--- config.mk ---
export PLATFORM = sky130hd
export DESIGN_NAME = pg_strap_seq
export DESIGN_NICKNAME = d
export VERILOG_FILES = /design/src/rtl/pgs_pkg.sv /design/src/rtl/pgs_sync.sv /design/src/rtl/pgs_tick_timer.sv /design/src/rtl/pgs_fsm.sv /design/src/rtl/pg_strap_seq.sv
export SDC_FILE = /design/constraint.sdc
export NUM_CORES = 1
export LEC_CHECK = 0
export ABC_AREA = 1
export BUFFER_PORTS_ARGS = -buffer_cell sky130_fd_sc_hd__buf_2
export CORE_AREA = 2 2 62 64
export DETAILED_ROUTE_END_ITERATION = 8
export DIE_AREA = 0 0 64 66
export PLACE_DENSITY_LB_ADDON = 0.25
export SYNTH_ARGS = -nofsm -noshare
export SYNTH_HDL_FRONTEND = slang
export SYNTH_SLANG_ARGS = --single-unit
--- constraint.sdc ---
create_clock -name clk -period 1.67 [get_ports clk]
set_input_delay 0.167 -clock clk [delete_from_list [all_inputs] [get_ports clk]]
set_output_delay 0.167 -clock clk [all_outputs]
set_load 0.02 [all_outputs]
--- src/rtl/pgs_pkg.sv ---
package pgs_pkg;

    typedef enum logic [2:0] {
        IDLE_PG   = 3'd0,
        CAPTURE   = 3'd1,
        SETTLE    = 3'd2,
        LOCK_WAIT = 3'd3,
        RUN       = 3'd4,
        PWR_DOWN  = 3'd5
    } seq_state_t;

    function automatic int unsigned cnt_width(input int unsigned a, input int unsigned b);
        int unsigned m;
        m = (a > b) ? a : b;
        return (m < 2) ? 1 : $clog2(m);
    endfunction

endpackage

--- src/rtl/pgs_sync.sv ---
module pgs_sync #(
    parameter int unsigned W       = 1,
    parameter logic        RST_VAL = 1'b0
) (
    input  logic         clk,
    input  logic         rst_n,
    input  logic [W-1:0] d,
    output logic [W-1:0] q
);
    logic [W-1:0] meta;

    always_ff @(posedge clk or negedge rst_n) begin
        if (!rst_n) begin
            meta <= {W{RST_VAL}};
            q    <= {W{RST_VAL}};
        end else begin
            meta <= d;
            q    <= meta;
        end
    end
endmodule

--- src/rtl/pgs_tick_timer.sv ---
module pgs_tick_timer #(
    parameter int unsigned SETTLE_TICKS = 26,
    parameter int unsigned LOCK_TICKS   = 180
) (
    input  logic clk,
    input  logic rst_n,
    input  logic run_settle,
    input  logic run_lock,
    input  logic tick,
    output logic done
);
    localparam int unsigned CNT_W = pgs_pkg::cnt_width(SETTLE_TICKS, LOCK_TICKS);
    localparam logic [CNT_W-1:0] SETTLE_LAST = CNT_W'(SETTLE_TICKS - 1);
    localparam logic [CNT_W-1:0] LOCK_LAST   = CNT_W'(LOCK_TICKS - 1);

    logic [CNT_W-1:0] cnt;
    logic             active;
    logic             at_last;

    assign active  = run_settle | run_lock;
    assign at_last = (run_settle && cnt == SETTLE_LAST) || (run_lock && cnt == LOCK_LAST);
    assign done    = tick & at_last;

    always_ff @(posedge clk or negedge rst_n) begin
        if (!rst_n) begin
            cnt <= '0;
        end else if (!active) begin
            cnt <= '0;
        end else if (tick) begin
            if (at_last) cnt <= '0;
            else         cnt <= cnt + 1'b1;
        end
    end

    // the counter never passes the limit of the window it serves
    a_r4_settle_in_range: assert property (@(posedge clk) disable iff (!rst_n)
        run_settle |-> cnt <= SETTLE_LAST);
    a_r5_lock_in_range: assert property (@(posedge clk) disable iff (!rst_n)
        run_lock |-> cnt <= LOCK_LAST);
endmodule

--- src/rtl/pgs_fsm.sv ---
module pgs_fsm
    import pgs_pkg::*;
(
    input  logic       clk,
    input  logic       rst_n,
    input  logic       pin_s,
    input  logic       timer_done,
    input  logic       hiz_sel,
    output seq_state_t state,
    output logic       capture,
    output logic       run_settle,
    output logic       run_lock,
    output logic       clk_oe,
    output logic       pd_active,
    output logic       out_hiz,
    output logic       out_park
);
    seq_state_t nxt;

    always_ff @(posedge clk or negedge rst_n) begin
        if (!rst_n) state <= IDLE_PG;
        else        state <= nxt;
    end

    always_comb begin
        nxt = state;
        unique case (state)
            IDLE_PG:   if (!pin_s)     nxt = CAPTURE;
            CAPTURE:                   nxt = SETTLE;
            SETTLE:    if (timer_done) nxt = LOCK_WAIT;
            LOCK_WAIT: if (timer_done) nxt = RUN;
            RUN:       if (pin_s)      nxt = PWR_DOWN;
            PWR_DOWN:  if (!pin_s)     nxt = RUN;
            default:                   nxt = IDLE_PG;
        endcase
    end

    always_comb begin
        capture    = 1'b0;
        run_settle = 1'b0;
        run_lock   = 1'b0;
        clk_oe     = 1'b0;
        pd_active  = 1'b0;
        out_hiz    = 1'b0;
        out_park   = 1'b0;
        unique case (state)
            IDLE_PG:   ;
            CAPTURE:   capture    = 1'b1;
            SETTLE:    run_settle = 1'b1;
            LOCK_WAIT: run_lock   = 1'b1;
            RUN:       clk_oe     = 1'b1;
            PWR_DOWN: begin
                pd_active = 1'b1;
                out_hiz   = hiz_sel;
                out_park  = ~hiz_sel;
            end
            default:   ;
        endcase
    end

    // enable and power-down never overlap
    a_r8_oe_pd_exclusive: assert property (@(posedge clk) disable iff (!rst_n)
        !(clk_oe && pd_active));
    // the settle window closes only on a sampled tick
    a_r4_settle_exit_on_tick: assert property (@(posedge clk) disable iff (!rst_n)
        $rose(state == LOCK_WAIT) |-> $past(timer_done));
    // enable rises only from the lock wait or a power-down exit
    a_r5_oe_source: assert property (@(posedge clk) disable iff (!rst_n)
        $rose(clk_oe) |-> ($past(state) == LOCK_WAIT || $past(state) == PWR_DOWN));
    // float and park are exclusive and only during power-down
    a_r9_mode_exclusive: assert property (@(posedge clk) disable iff (!rst_n)
        !(out_hiz && out_park) && ((out_hiz || out_park) == pd_active));
    // power-down is reached only from RUN
    a_r7_pd_from_run: assert property (@(posedge clk) disable iff (!rst_n)
        $rose(pd_active) |-> $past(state) == RUN);
endmodule

--- src/rtl/pg_strap_seq.sv ---
module pg_strap_seq
    import pgs_pkg::*;
#(
    parameter int unsigned STRAP_W      = 4,
    parameter int unsigned SETTLE_TICKS = 26,
    parameter int unsigned LOCK_TICKS   = 180
) (
    input  logic               clk,
    input  logic               rst_n,
    input  logic               pg_pin,
    input  logic [STRAP_W-1:0] strap_pins,
    input  logic               tick,
    input  logic               hiz_sel,
    output logic [STRAP_W-1:0] strap_q,
    output logic               strap_valid,
    output logic               clk_oe,
    output logic               pd_active,
    output logic               out_hiz,
    output logic               out_park
);
    logic               pin_s;
    logic [STRAP_W-1:0] straps_s;
    logic               timer_done;
    logic               capture;
    logic               run_settle;
    logic               run_lock;
    seq_state_t         state;

    pgs_sync #(.W(1), .RST_VAL(1'b1)) u_pin_sync (
        .clk(clk), .rst_n(rst_n), .d(pg_pin), .q(pin_s)
    );

    pgs_sync #(.W(STRAP_W), .RST_VAL(1'b0)) u_strap_sync (
        .clk(clk), .rst_n(rst_n), .d(strap_pins), .q(straps_s)
    );

    pgs_tick_timer #(.SETTLE_TICKS(SETTLE_TICKS), .LOCK_TICKS(LOCK_TICKS)) u_timer (
        .clk(clk), .rst_n(rst_n), .run_settle(run_settle), .run_lock(run_lock),
        .tick(tick), .done(timer_done)
    );

    pgs_fsm u_fsm (
        .clk(clk), .rst_n(rst_n), .pin_s(pin_s), .timer_done(timer_done),
        .hiz_sel(hiz_sel), .state(state), .capture(capture),
        .run_settle(run_settle), .run_lock(run_lock), .clk_oe(clk_oe),
        .pd_active(pd_active), .out_hiz(out_hiz), .out_park(out_park)
    );

    always_ff @(posedge clk or negedge rst_n) begin
        if (!rst_n) begin
            strap_q     <= '0;
            strap_valid <= 1'b0;
        end else if (capture && !strap_valid) begin
            strap_q     <= straps_s;
            strap_valid <= 1'b1;
        end
    end

    // captured straps hold until reset
    a_r6_straps_hold: assert property (@(posedge clk) disable iff (!rst_n)
        $past(strap_valid) |-> ($stable(strap_q) && strap_valid));
    // outputs are never enabled without captured straps
    a_r2_valid_before_oe: assert property (@(posedge clk) disable iff (!rst_n)
        (clk_oe || pd_active) |-> strap_valid);
    // nothing leaves IDLE_PG while the synchronised pin is high
    a_r3_idle_holds: assert property (@(posedge clk) disable iff (!rst_n)
        (state == IDLE_PG && pin_s) |=> state == IDLE_PG);
endmodule

==> flow_metrics.py <==
metrics = {
    "clock_network": {
        "clk_pin_slew_ns": 0.13,
        "clkSinkCount": 26,
        "htreeDepth": 1,
        "cts_tree": "built",
        "cts_made_buffers": 3,
        "root_buffer": "clkbuf_4",
        "clock_latency_ns": 0.32,
        "post_cts_resized": 0,
        "clockBufferDepth": 2,
    },
    "synth": {
        "yosysSeqAreaShare_pct": 52.7,
        "syn_area_sq_um": 1240,
        "synth_top_area_share_pct": 48.5,
        "ys_seq_elements": 26,
        "yosysMostFrequentCell": "nand2_1",
        "avgSynthCellArea_sq_um": 8.66,
        "syn_nets": 154,
        "ys_top_cells_by_area": "dfrtp_1, nand2_1, inv_1",
        "synth_ff_type": "dfrtp_1",
        "async_flop_share_pct": 100,
        "synth_edf_count": 0,
        "synth_top_cell_by_area": "dfrtp_1",
        "yosys-top-cells-count": "nand2_1, dfrtp_1, inv_1, nor2_1, nand3_1",
        "synth_cell_types": 26,
        "yosysWarnings": 0,
        "synth_cells": 143,
    },
    "global_route": {
        "antenna_found_initial": 0,
        "grt.overflow.total": 0,
        "grt_pass1_wl_um": 3840,
        "grt_pass1_vias": 941,
        "grt_use_total_pct": 11.9,
        "grt_max_degree": 27,
    },
    "final_layout": {
        "area_growth_pct": 18.9,
        "fin_nets": 179,
        "layout-drive-gt1-share_pct": 20.4,
        "diodes": 0,
    },
    "setup_path": {
        "max_stage_delay_ns": 0.48,
        "cp_cell_sequence": "inv_1 > nand3_1 > nor2_1 > buf_2",
        "crit_fanout": 7,
        "end_kind": "primary output",
        "cp_data_required_time_ns": 1.50,
        "path_class": "flop to primary output",
        "critPathLaunchType": "flop",
        "reg2reg_depth": 8,
        "slowest_stage": "dfrtp_1",
        "arrival_ns": 1.30,
    },
    "pwr": {
        "power_density_nw_per_um2": 1190,
        "p_total_w": 0.00175,
        "leakage_nw": 0.766,
        "peakVddDrop_v": 0.000563,
    },
    "routing": {
        "drcViolationCount": 0,
        "routed_via_density": 4.52,
        "finalWirelength_um": 2210,
        "drt_iter0_drc": 27,
        "vias": 972,
        "wl_per_cell_um": 10.3,
        "first_pass_iters": 4,
        "ant_nets": 0,
    },
    "timing": {
        "worst_pin_slew_ns": 0.562,
        "min_period_ns": 1.46,
        "tns_ns": 0,
        "clock_skew_ns": 0.00843,
        "rsz0062_at_grt": "no",
        "finalSetupViolations": 0,
        "hold_viol_final": 0,
        "max_freq_ghz": 0.683,
        "fin_crit_sh_pct": 87.6,
        "slew_violations": 0,
        "relSlewSlack_pct": 62.5,
    },
    "min_path": {
        "whs_path_depth": 4,
        "hold_path_class": "input pin to flop",
    },
    "die": {
        "die_x_um": 64,
        "start_util_pct": 34.9,
        "die-area_sq_um": 4220,
        "rows": 22,
        "ios": 18,
        "core-area_sq_um": 3550,
        "dieHeight_um": 66,
    },
    "placement": {
        "routabilityCongestion": 0.808,
        "port_buffers": 17,
        "place_hpwl_um": 1730,
    },
    "job": {
        "maxCapViolCount": 0,
    },
    "status": {
        "outcome": "finished clean",
    },
}
## metal layers
layer,vias up,GRT usage [%],wire (um)
li1,491,-,-
met1,460,14.1,1040
met2,17,20.3,1050
met3,4,1.53,66
met4,0,7.34,51
met5,-,0,0
## worst max-delay path, delay by kind of cell, from the launching register on
family,cells,cell delay [ns]
flops,1,0.48
buf+inv,2,0.25
simple gates,2,0.24
## cells in the final DEF (no fill, tap or decap), drive strengths merged
| cell | count |
|---|---|
| o22ai | 2 |
| nand3b | 2 |
| o21bai | 1 |
| o21ai | 2 |
| nand3 | 13 |
| xor2 | 2 |
| a21boi | 1 |
| nand2 | 37 |
| nand4 | 3 |
| mux2 | 4 |
| bufinv | 1 |
| inv | 23 |
| buf | 17 |
| nor3b | 1 |
| ha | 2 |
| dfrtp | 24 |
| dfstp | 2 |
| nor2 | 19 |
| a21oi | 2 |
| dlygate4sd3 | 6 |
| clkbuf | 3 |
## state kept, by name, indices dropped and copies added, names as in the netlist
register / cells
strap_q: 4
strap_valid: 1
u_fsm.state: 3
u_pin_sync.meta: 1
u_pin_sync.q: 1
u_strap_sync.meta: 4
u_strap_sync.q: 4
u_timer.cnt: 8
## report_power, final
group          total (W)  switching (W)  internal [W]  leakage, nW
clock           0.000428       0.000185      0.000243       0.0279
combinational   0.000535       0.000340      0.000195        0.420
sequential      0.000783      0.0000833      0.000699        0.318
## worst paths after layout
path,from,to,slack [ns]
worst max-delay path,u_fsm.state[1],out_hiz,0.21
worst min-delay path,tick,u_timer.cnt[0],0.15
worst max register to register,u_timer.cnt[1],u_fsm.state[1],0.23
worst min register to register,u_strap_sync.meta[3],u_strap_sync.q[3],0.37
max in group asynchronous,rst_n,u_timer.cnt[6],0.93
min in group asynchronous,rst_n,u_strap_sync.meta[0],0.36
## cell families after synthesis
logic type / Yosys count / share of synthesized area, %
AO/OA/AOI/OAI: 8 / 3.84
XOR/XNOR: 2 / 1.41
adder cells (fa/ha/maj): 2 / 2.02
buffers and inverters: 26 / 8.89
flip-flops: 26 / 52.7
multiplexers: 4 / 3.64
AND/OR/NAND/NOR: 75 / 27.5
## layout make-up
cell class | instances | area, sq um
Clock buffer | 3 | 22.5
Clock inverter | 1 | 30.0
Fill cell | 367 | 2080
Inverter | 23 | 86.3
Multi-Input combinational cell | 91 | 475
Sequential cell | 26 | 653
Tap cell | 48 | 60.1
Timing Repair Buffer | 23 | 145
## metrics by stage
stage               worst slack, ns  instance area, sq um  std cells  hold slack (ns)  util, %
floorplan                     0.428                  1240        143           -0.129        -
global placement              0.293                  1360        205            0.187     38.3
detailed placement            0.260                  1360        205            0.196     38.3
CTS                           0.166                  1470        215            0.139     41.5
global route                 0.0793                  1470        215            0.168     41.5
finish                        0.207                  1470        215            0.154     41.5
## repair_timing
item,CTS,global route
hold buffers,6,0
hold endpoints to repair,29,0
buffers inserted,0,0
Power figures use the tool's default switching activity.
